## src/rtl/smbus_pec_pkg.sv

```systemverilog
// Shared definitions for the PEC unit: control codes and the CRC byte step.
// Assumes 8-bit bytes and an 8-bit CRC, shifted MSB first.
package smbus_pec_pkg;

    localparam int PEC_W  = 8;
    localparam int BYTE_W = 8;

    typedef enum logic [1:0] {
        PEC_OFF    = 2'b00,
        PEC_APPEND = 2'b01,
        PEC_CALC   = 2'b10,
        PEC_CLEAR  = 2'b11
    } pec_mode_e;

    // Fold one byte into the CRC, MSB first, with the given polynomial.
    function automatic logic [PEC_W-1:0] pec_step(
        input logic [PEC_W-1:0]  crc_in,
        input logic [BYTE_W-1:0] data_in,
        input logic [PEC_W-1:0]  poly
    );
        logic [PEC_W-1:0] acc;
        logic             fb;
        acc = crc_in;
        for (int i = BYTE_W - 1; i >= 0; i--) begin
            fb  = acc[PEC_W-1] ^ data_in[i];
            acc = {acc[PEC_W-2:0], 1'b0} ^ (fb ? poly : '0);
        end
        return acc;
    endfunction

endpackage

```

## src/rtl/pec_crc_core.sv

```systemverilog
// Running CRC register with the clear command and a self-clear input.
// It also keeps the value before the most recent byte and that byte,
// so a receive capture can separate off the trailing PEC byte.
// Assumes byte_vld is a single-cycle strobe.
module pec_crc_core
    import smbus_pec_pkg::*;
#(
    parameter logic [PEC_W-1:0] POLY     = 8'h07,
    parameter logic [PEC_W-1:0] INIT     = 8'h00,
    parameter bit               ZERO_REG = 1'b1
) (
    input  logic              clk,
    input  logic              rst_n,
    input  pec_mode_e         mode,
    input  logic              byte_vld,
    input  logic [BYTE_W-1:0] byte_data,
    input  logic              self_clr,
    output logic              take,
    output logic [PEC_W-1:0]  crc_q,
    output logic [PEC_W-1:0]  crc_next,
    output logic [PEC_W-1:0]  crc_prev_q,
    output logic [BYTE_W-1:0] last_byte_q,
    output logic              zero
);

    logic             running;
    logic [PEC_W-1:0] crc_d;

    // Decide whether a byte is accepted and what the CRC becomes.
    always_comb begin
        running  = (mode == PEC_CALC) || (mode == PEC_APPEND);
        take     = byte_vld && running;
        crc_next = take ? pec_step(crc_q, byte_data, POLY) : crc_q;
        if ((mode == PEC_CLEAR) || self_clr)
            crc_d = INIT;
        else
            crc_d = crc_next;
    end

    // Running CRC register.
    always_ff @(posedge clk) begin
        if (!rst_n) crc_q <= INIT;
        else        crc_q <= crc_d;
    end

    // Remember the CRC before the latest byte, and the byte itself.
    always_ff @(posedge clk) begin
        if (!rst_n) begin
            crc_prev_q  <= INIT;
            last_byte_q <= '0;
        end else if (mode == PEC_CLEAR) begin
            crc_prev_q  <= INIT;
            last_byte_q <= '0;
        end else if (take) begin
            crc_prev_q  <= crc_q;
            last_byte_q <= byte_data;
        end
    end

    // Zero flag: registered alongside the CRC, or decoded from it.
    generate
        if (ZERO_REG) begin : g_zero_reg
            logic zero_q;
            // Register the zero test of the next CRC value.
            always_ff @(posedge clk) begin
                if (!rst_n) zero_q <= (INIT == '0);
                else        zero_q <= (crc_d == '0);
            end
            assign zero = zero_q;
        end else begin : g_zero_comb
            assign zero = (crc_q == '0);
        end
    endgenerate

    p_clear_r3: assert property (@(posedge clk) disable iff (!rst_n)
        (mode == PEC_CLEAR) |=> (crc_q == INIT));
    p_hold_off_r2: assert property (@(posedge clk) disable iff (!rst_n)
        (mode == PEC_OFF) |=> $stable(crc_q));
    p_zero_flag_r8: assert property (@(posedge clk) disable iff (!rst_n)
        zero == (crc_q == '0));
    p_clear_drops_r10: assert property (@(posedge clk) disable iff (!rst_n)
        (mode == PEC_CLEAR && byte_vld) |=> $stable(last_byte_q) || last_byte_q == '0);

endmodule

```

## src/rtl/pec_append_ctl.sv

```systemverilog
// Arming and firing of the transmit auto-append. It fires on an
// end-of-packet strobe in auto-append mode on transmit, once at least
// one byte has been accepted in that mode since the last clear or append.
module pec_append_ctl
    import smbus_pec_pkg::*;
(
    input  logic             clk,
    input  logic             rst_n,
    input  pec_mode_e        mode,
    input  logic             dir_tx,
    input  logic             eop,
    input  logic             take,
    input  logic [PEC_W-1:0] crc_next,
    output logic             fire,
    output logic             append_req,
    output logic [PEC_W-1:0] append_byte
);

    logic armed_q;

    // Fire when the strobe meets an armed transmit in auto-append mode.
    always_comb begin
        fire = eop && dir_tx && (mode == PEC_APPEND) && (armed_q || take);
    end

    // Arm on a byte taken in auto-append mode; disarm on clear, off or append.
    always_ff @(posedge clk) begin
        if (!rst_n)
            armed_q <= 1'b0;
        else if (fire || mode == PEC_CLEAR || mode == PEC_OFF)
            armed_q <= 1'b0;
        else if (take && mode == PEC_APPEND)
            armed_q <= 1'b1;
    end

    // One-cycle request carrying the CRC byte.
    always_ff @(posedge clk) begin
        if (!rst_n) begin
            append_req  <= 1'b0;
            append_byte <= '0;
        end else begin
            append_req <= fire;
            if (fire) append_byte <= crc_next;
        end
    end

    p_one_shot_r5: assert property (@(posedge clk) disable iff (!rst_n)
        append_req |=> !append_req);
    p_no_append_off_r2: assert property (@(posedge clk) disable iff (!rst_n)
        (mode != PEC_APPEND) |=> !append_req);
    p_unarmed_r6: assert property (@(posedge clk) disable iff (!rst_n)
        (!armed_q && !take) |=> !append_req);

endmodule

```

## src/rtl/pec_capture.sv

```systemverilog
// Result registers loaded at end of packet. Transmit and calculate-only
// captures take the running CRC including a same-cycle byte. A receive
// capture in auto-append mode sets apart the last byte as the received PEC.
module pec_capture
    import smbus_pec_pkg::*;
(
    input  logic              clk,
    input  logic              rst_n,
    input  pec_mode_e         mode,
    input  logic              dir_tx,
    input  logic              eop,
    input  logic              byte_vld,
    input  logic [BYTE_W-1:0] byte_data,
    input  logic [PEC_W-1:0]  crc_q,
    input  logic [PEC_W-1:0]  crc_next,
    input  logic [PEC_W-1:0]  crc_prev_q,
    input  logic [BYTE_W-1:0] last_byte_q,
    output logic [PEC_W-1:0]  calc_crc,
    output logic [BYTE_W-1:0] rcvd_crc
);

    logic rx_split;
    logic cap;

    // Classify the capture.
    always_comb begin
        cap      = eop && ((mode == PEC_CALC) || (mode == PEC_APPEND));
        rx_split = cap && !dir_tx && (mode == PEC_APPEND);
    end

    // Load the result registers.
    always_ff @(posedge clk) begin
        if (!rst_n) begin
            calc_crc <= '0;
            rcvd_crc <= '0;
        end else if (rx_split) begin
            calc_crc <= byte_vld ? crc_q : crc_prev_q;
            rcvd_crc <= byte_vld ? byte_data : last_byte_q;
        end else if (cap) begin
            calc_crc <= crc_next;
        end
    end

    p_keep_no_eop_r3: assert property (@(posedge clk) disable iff (!rst_n)
        !eop |=> ($stable(calc_crc) && $stable(rcvd_crc)));
    p_rcvd_only_rx_r7: assert property (@(posedge clk) disable iff (!rst_n)
        !rx_split |=> $stable(rcvd_crc));

endmodule

```

## src/rtl/smbus_pec_unit.sv

```systemverilog
// Top of the SMBus PEC unit: ties together the CRC core, the append
// control and the result capture. The bit engine supplies byte, direction
// and end-of-packet strobes and sends append_byte when append_req is high.
module smbus_pec_unit
    import smbus_pec_pkg::*;
#(
    parameter logic [PEC_W-1:0] POLY     = 8'h07,
    parameter logic [PEC_W-1:0] INIT     = 8'h00,
    parameter bit               ZERO_REG = 1'b1
) (
    input  logic              clk,
    input  logic              rst_n,
    input  logic [1:0]        pec_ctl,
    input  logic              dir_tx,
    input  logic              byte_vld,
    input  logic [BYTE_W-1:0] byte_data,
    input  logic              eop,
    output logic [PEC_W-1:0]  calc_crc,
    output logic [BYTE_W-1:0] rcvd_crc,
    output logic              append_req,
    output logic [PEC_W-1:0]  append_byte,
    output logic              crc_zero
);

    pec_mode_e         mode;
    logic              take;
    logic              fire;
    logic [PEC_W-1:0]  crc_q;
    logic [PEC_W-1:0]  crc_next;
    logic [PEC_W-1:0]  crc_prev_q;
    logic [BYTE_W-1:0] last_byte_q;

    assign mode = pec_mode_e'(pec_ctl);

    pec_crc_core #(.POLY(POLY), .INIT(INIT), .ZERO_REG(ZERO_REG)) u_core (
        .clk(clk), .rst_n(rst_n), .mode(mode),
        .byte_vld(byte_vld), .byte_data(byte_data), .self_clr(fire),
        .take(take), .crc_q(crc_q), .crc_next(crc_next),
        .crc_prev_q(crc_prev_q), .last_byte_q(last_byte_q), .zero(crc_zero)
    );

    pec_append_ctl u_append (
        .clk(clk), .rst_n(rst_n), .mode(mode), .dir_tx(dir_tx), .eop(eop),
        .take(take), .crc_next(crc_next), .fire(fire),
        .append_req(append_req), .append_byte(append_byte)
    );

    pec_capture u_capture (
        .clk(clk), .rst_n(rst_n), .mode(mode), .dir_tx(dir_tx), .eop(eop),
        .byte_vld(byte_vld), .byte_data(byte_data), .crc_q(crc_q),
        .crc_next(crc_next), .crc_prev_q(crc_prev_q),
        .last_byte_q(last_byte_q), .calc_crc(calc_crc), .rcvd_crc(rcvd_crc)
    );

    p_append_clears_r5: assert property (@(posedge clk) disable iff (!rst_n)
        append_req |-> (crc_q == INIT));
    p_append_matches_r5: assert property (@(posedge clk) disable iff (!rst_n)
        append_req |-> (calc_crc == append_byte));

endmodule

```

## config.mk

```make
export PLATFORM = sky130hd
export DESIGN_NAME = smbus_pec_unit
export DESIGN_NICKNAME = d
export VERILOG_FILES = /design/src/rtl/smbus_pec_pkg.sv /design/src/rtl/pec_crc_core.sv /design/src/rtl/pec_append_ctl.sv /design/src/rtl/pec_capture.sv /design/src/rtl/smbus_pec_unit.sv
export SDC_FILE = /design/constraint.sdc
export NUM_CORES = 1
export LEC_CHECK = 0
export BUFFER_PORTS_ARGS = -buffer_cell sky130_fd_sc_hd__clkbuf_2
export CORE_ASPECT_RATIO = 1.2
export CORE_MARGIN = 3
export CORE_UTILIZATION = 25
export CTS_BUF_LIST = sky130_fd_sc_hd__clkbuf_8
export CTS_CLUSTER_SIZE = 20
export DETAILED_ROUTE_END_ITERATION = 8
export MAX_ROUTING_LAYER = met4
export PLACE_DENSITY_LB_ADDON = 0.2
export SYNTH_ARGS = -nofsm -noshare
export SYNTH_HDL_FRONTEND = slang
export SYNTH_HIERARCHICAL = 1
export SYNTH_SLANG_ARGS = --single-unit
```

## constraint.sdc

```tcl
create_clock -name clk -period 2.5 [get_ports clk]
set_input_delay 0.375 -clock clk [delete_from_list [all_inputs] [get_ports clk]]
set_output_delay 0.375 -clock clk [all_outputs]
set_load 0.02 [all_outputs]
```

## After elaboration in Yosys (flattened, before gate mapping)

Cells that the tools add are included.

- Bitwise gates (word level): 17
- Reduce and logical (&&, ||, !) cells: 18
- Mux-type cells: 14
- Equality and inequality tests: 3

Operators by type and width:

| kind | count |
|---|---|
| 8-bit XOR | 8 |
| 8-bit 2-to-1 mux | 6 |
| 3-bit 2-to-1 mux | 8 |
| 1-bit logical AND | 8 |
| 8-bit zero test | 1 |
| 1-bit XOR | 8 |
| 2-bit == test (second input constant) | 2 |
| 1-bit logical OR | 4 |
| 2-bit OR reduction | 2 |
| 2-bit by 1-bit == test with 1-bit output (second input constant) | 1 |
| 2-bit zero test | 1 |
| 2-bit nonzero test | 1 |
| 1-bit zero test | 1 |
| 1-bit NOT | 1 |

- Output and inout port bits: 26
- Word-level logic and storage cells: 61
- Bits of input ports: 15
- Bits in registers: 51

## Longest topological paths before layout

- Depth in word-level cells: 27
- Mapped depth: 9
- Gate-level depth less buffers: 9

## Hierarchy

Netlist, hierarchy kept.

Modules (own cells, without submodules):

| module | area an instance (sq um) | seq. area each (sq um) | times used | cells each |
|---|---|---|---|---|
| pec_crc_core | 1328.8 | 500.5 | 1 | 153 |
| pec_capture | 854.6 | 320.3 | 1 | 87 |
| pec_append_ctl | 434.2 | 200.2 | 1 | 43 |

## Worst setup path after synthesis

OpenSTA, ideal clock, no wires.

- Kind: input-to-reg
- From: in pec_ctl[0]
- To: reg u_core.crc_q[3]
- Required time: 2.422 ns
- Arrival time: 2.128 ns
- Library setup time: 0.078 ns
- Buffers on the path: 2
- Stages: 8
- Slack: 0.294 ns
- Cells stage by stage: ha_1 -> nand2_1 -> clkinv_1 -> clkbuf_1 -> o2111a_4 -> buf_12 -> or2_2 -> nor3_1

- Cells in the longest elaborated chain, start to end: 7
- Elaborated cells on any way between the ends: 11
- Classes of those cells: eq/ne: 3; mux: 2; reduce/logical: 6

RTL lines:

| what | line | source |
|---|---|---|
| from (decl) | smbus_pec_unit.sv:13 | `input logic [1:0] pec_ctl,` |
| 2-bit == test / 2-bit by 1-bit == test with 1-bit output (equally long branches) | pec_crc_core.sv:31 | `running = (mode == PEC_CALC) \|\| (mode == PEC_APPEND);` |
| 1-bit logical OR * | pec_crc_core.sv:31 |  |
| 1-bit logical AND * | pec_crc_core.sv:32 | `take = byte_vld && running;` |
| via take | smbus_pec_unit.sv:26 | `logic take;` |
| 1-bit logical OR * | pec_append_ctl.sv:23 | `fire = eop && dir_tx && (mode == PEC_APPEND) && (armed_q \|\| take);` |
| 1-bit logical AND * | pec_append_ctl.sv:23 |  |
| via fire | smbus_pec_unit.sv:27 | `logic fire;` |
| 1-bit logical OR * | pec_crc_core.sv:34 | `if ((mode == PEC_CLEAR) \|\| self_clr)` |
| 8-bit 2-to-1 mux * | pec_crc_core.sv:34 |  |
| to (signal assigned) | pec_crc_core.sv:43 | `else crc_q <= crc_d;` |
| to (decl) | pec_crc_core.sv:19 | `output logic [PEC_W-1:0] crc_q,` |

Mark *: on every way through the listed nets, which the timed path passes. The rest lies on a longest branch.
A chain may end at the register's enable or synchronous reset.

## Worst setup path after layout

- From: reg u_core.crc_q[0]
- To: reg u_core.g_zero_reg.zero_q (netlist: u_core/zero)

- Cells in the longest elaborated chain, start to end: 13

RTL lines:

| what | line | source |
|---|---|---|
| 8-bit XOR (7 in series) | smbus_pec_pkg.sv:26 | `acc = {acc[PEC_W-2:0], 1'b0} ^ (fb ? poly : '0);` |
| 1-bit XOR | smbus_pec_pkg.sv:25 | `fb = acc[PEC_W-1] ^ data_in[i];` |
| 3-bit 2-to-1 mux | smbus_pec_pkg.sv:26 |  |
| 8-bit XOR | smbus_pec_pkg.sv:26 |  |
| 8-bit 2-to-1 mux * | pec_crc_core.sv:33 | `crc_next = take ? pec_step(crc_q, byte_data, POLY) : crc_q;` |
| 8-bit 2-to-1 mux * | pec_crc_core.sv:34 |  |
| 8-bit zero test * | pec_crc_core.sv:67 | `else zero_q <= (crc_d == '0);` |
| to (signal assigned) | pec_crc_core.sv:66 | `if (!rst_n) zero_q <= (INIT == '0);` |
| to (signal assigned) | pec_crc_core.sv:67 |  |
| to (decl) | pec_crc_core.sv:63 | `logic zero_q;` |

Mark *: on every way between the ends. The rest lies on a longest branch, timed or not.

==> metrics.txt <==
CTS H-tree lvls=2; CP delay by family, top=XOR/XNOR gates; Synth Area in Adders=less than 1%; actual slew at the worst max-slew pin=603 ps; register area share after synthesis=slightly below 40%; drt drc=0; number of diodes=0; vias in the first global route=between 1500 and 2000; Crit Path Max Fanout=6; Die Ht=118 um; Hold Path Class=primary input to flop; DP Cell Count=between 400 and 500; post-synthesis cell type count=49; nets=between 300 and 400; Synth Warn #=6; Tcrit/Tclk final=roughly 87%; vias=2011; gr usage total=11.5%; area growth from synthesis to layout=14.1%; initial antenna violation count=0; IO buf count=40; clk buf depth=2; Final Non-Filler Cells=approximately 450; Worst-Skew Late Latency=300 ps; CTS tree=yes; Worst Hold Slack=329 ps; fin worst setup slack=between 300 and 400 ps; CTS resizes=0; Critical Path Source Type=flop; DP Wirelength=4740 um; number of flops mapped to enable cells by yosys=0; first-pass GRT wire length=10500 um; IO Pins=41; instance count of the mapped netlist=283; Critical Path RT=2700 ps; Slew Limit Fails=0; total CTS buffers=5; Simple-Gate Fraction of Synth Area=between 10% and 20%; hold violation count in the final report=0; syn_area_per_cell=9.25 um2; asr flop ratio synth=0%; cts-stage hold buffer count=0; fmax=about 460 MHz; Slew headroom=roughly three fifths; Leak=approximately 0.0013 uW; remaining antenna violation count=0; fraction of layout cells with a size suffix above 1=roughly a fifth; initial drt markers=92; largest net degree at the start of global routing=29; Crit path arrival time=around 2400 ps; DR pass1 iterations=6; DIE WIDTH=99.4 um; RePlAce Congestion=between 0.7 and 0.8; run status=finished clean; Synth Area in XOR/XNOR=around an eighth; CORE AREA=about 10000 um2; Crit. End Element=flop; clk root buf=clkbuf_8; # rows=40; WL/cell=14.2 um; initial core utilization=between 20% and 30%; Synth Area in Compound Gates=roughly 16%; final WL=around 6400 um; RSZ-0062 raised after global routing=false; Setup Fix Bufs, Post-CTS=0; CP Class=flop to flop; vias per cell=4.51; buffer and inverter count on the worst path=0; CTS Sinks=51; Die Area=11700 um2; main combinational cell family by area after synthesis=simple AND/OR/NAND/NOR gates; #FFs+latches synth=51; commonest non-fill, non-tap cells in the layout=63 x nand2_1, 51 x dfxtp_1, 40 x clkbuf_2, 18 x a21oi_1, 17 x mux2i_1; total grt overflow=0; Final min period=~2200 ps; Post-Syn Area=roughly 2600 um2; clk_skew=approximately 14 ps; most common cell after layout, fill and taps aside=nand2_1; CP max stage delay=520 ps; final instance area=around 3000 um2; Setup-failing EPs final=0; worst vdd ir=284 uV; highest-delay cell along the critical path=xnor3_2; post-synthesis mux area share=a little over 7%; Synth Flop Type=dfxtp_1; DP Worst Slack=roughly 310 ps; Pwr Density=just over 600 nW/um2; Worst-path clk slew=roughly 100 ps; Placed Area=slightly below 3000 um2; cell chain of the critical path=xnor3_2, xnor2_4, mux2_4, o32ai_2, nand3_1, o31ai_1; syn_nets=300; max_cap viols=0; setup TNS=0 ps
## cell usage after synthesis, types with 2 or more instances
library cell,number,share of area (%)
a211oi_1,8,2.3
a21oi_1,18,3.4
and2_1,6,1.4
buf_2,4,0.76
buf_4,2,0.57
buf_6,3,1.3
clkbuf_1,4,0.57
clkbuf_8,2,1.1
dfxtp_1,51,39
ha_1,2,0.96
inv_1,5,0.72
mux2i_1,17,6.5
nand2_1,63,9.0
nand2b_1,3,0.72
nor2_1,10,1.4
nor2b_1,7,1.7
nor3_1,3,0.57
o211a_1,8,3.1
o21ai_1,8,1.5
o2bb2ai_1,8,2.7
xnor2_1,13,4.3
xnor2_2,2,1.2
xor2_1,10,3.3
## worst reg2reg max path, delay by kind of cell (launching register included)
kind             cells  cell delay [ps]
flip-flops           1              470
multiplexers         1              330
XOR/XNOR             2              750
AND/OR/NAND/NOR      1              120
AO/OA/AOI/OAI        2              420
## kinds of logic (layout without fill, tap and decap cells)
family                     after synthesis  in the layout
muxes                                   18             18
AOI/OAI and AO/OA                       58             58
xor gates and xnor gates                28             28
adders and majority gates                2              2
and+or+nand+nor                        103            103
buffers and inverters                   23             60
DFF                                     51             51
## flip-flops by register name, indices dropped and copies added, names as in the netlist
| register | count |
|---|---|
| u_append/append_byte | 8 |
| u_append/append_req | 1 |
| u_append/armed_q | 1 |
| u_capture/calc_crc | 8 |
| u_capture/rcvd_crc | 8 |
| u_core/crc_prev_q | 8 |
| u_core/crc_q | 8 |
| u_core/last_byte_q | 8 |
| u_core/zero | 1 |
## final cells by class
| class | count | area (um2) |
|---|---|---|
| Multi-Input combinational cell | 209 | 1430 |
| Timing Repair Buffer | 47 | 253 |
| Clock inverter | 2 | 37.5 |
| Fill cell | 1121 | 7120 |
| Clock buffer | 5 | 68.8 |
| Tap cell | 126 | 158 |
| Inverter | 6 | 22.5 |
| Sequential cell | 51 | 1020 |
## through the flow
stage | power (uW) | utilization, %
3_3_place_gp | 1320 | 28.5
3_5_place_dp | 1320 | 28.5
4_1_cts | 1900 | 29.6
2_1_floorplan | 1210 | -
5_1_grt | 1970 | 29.6
6_report | 1860 | 29.6
## power by group
part           leakage (uW)  internal (uW)  switching (uW)  total (uW)
Sequential         0.000414            847            36.7         884
Combinational      0.000818            175             237         412
Clock             0.0000502            293             274         567
Total               0.00128           1310             548        1860
## per-layer routing
layer / track usage, % / part of all wire [%]
met3: 2.25 / 3.5
met5: - / 0
met1: 14.9 / 49
met2: 18.2 / 46
met4: 3.16 / 1.6
## worst paths after layout
check                                     startpoint                    end  slack [ps]  cells past startpoint
worst min register to register  u_core/crc_prev_q[1]   u_core/crc_prev_q[1]         450                      2
worst max-delay path                 u_core/crc_q[0]            u_core/zero         320                      6
worst min-delay path                    byte_data[7]  u_core/last_byte_q[7]         330                      3
worst max register to register       u_core/crc_q[0]            u_core/zero         320                      6
No activity file was read; power rests on OpenSTA's default activity.
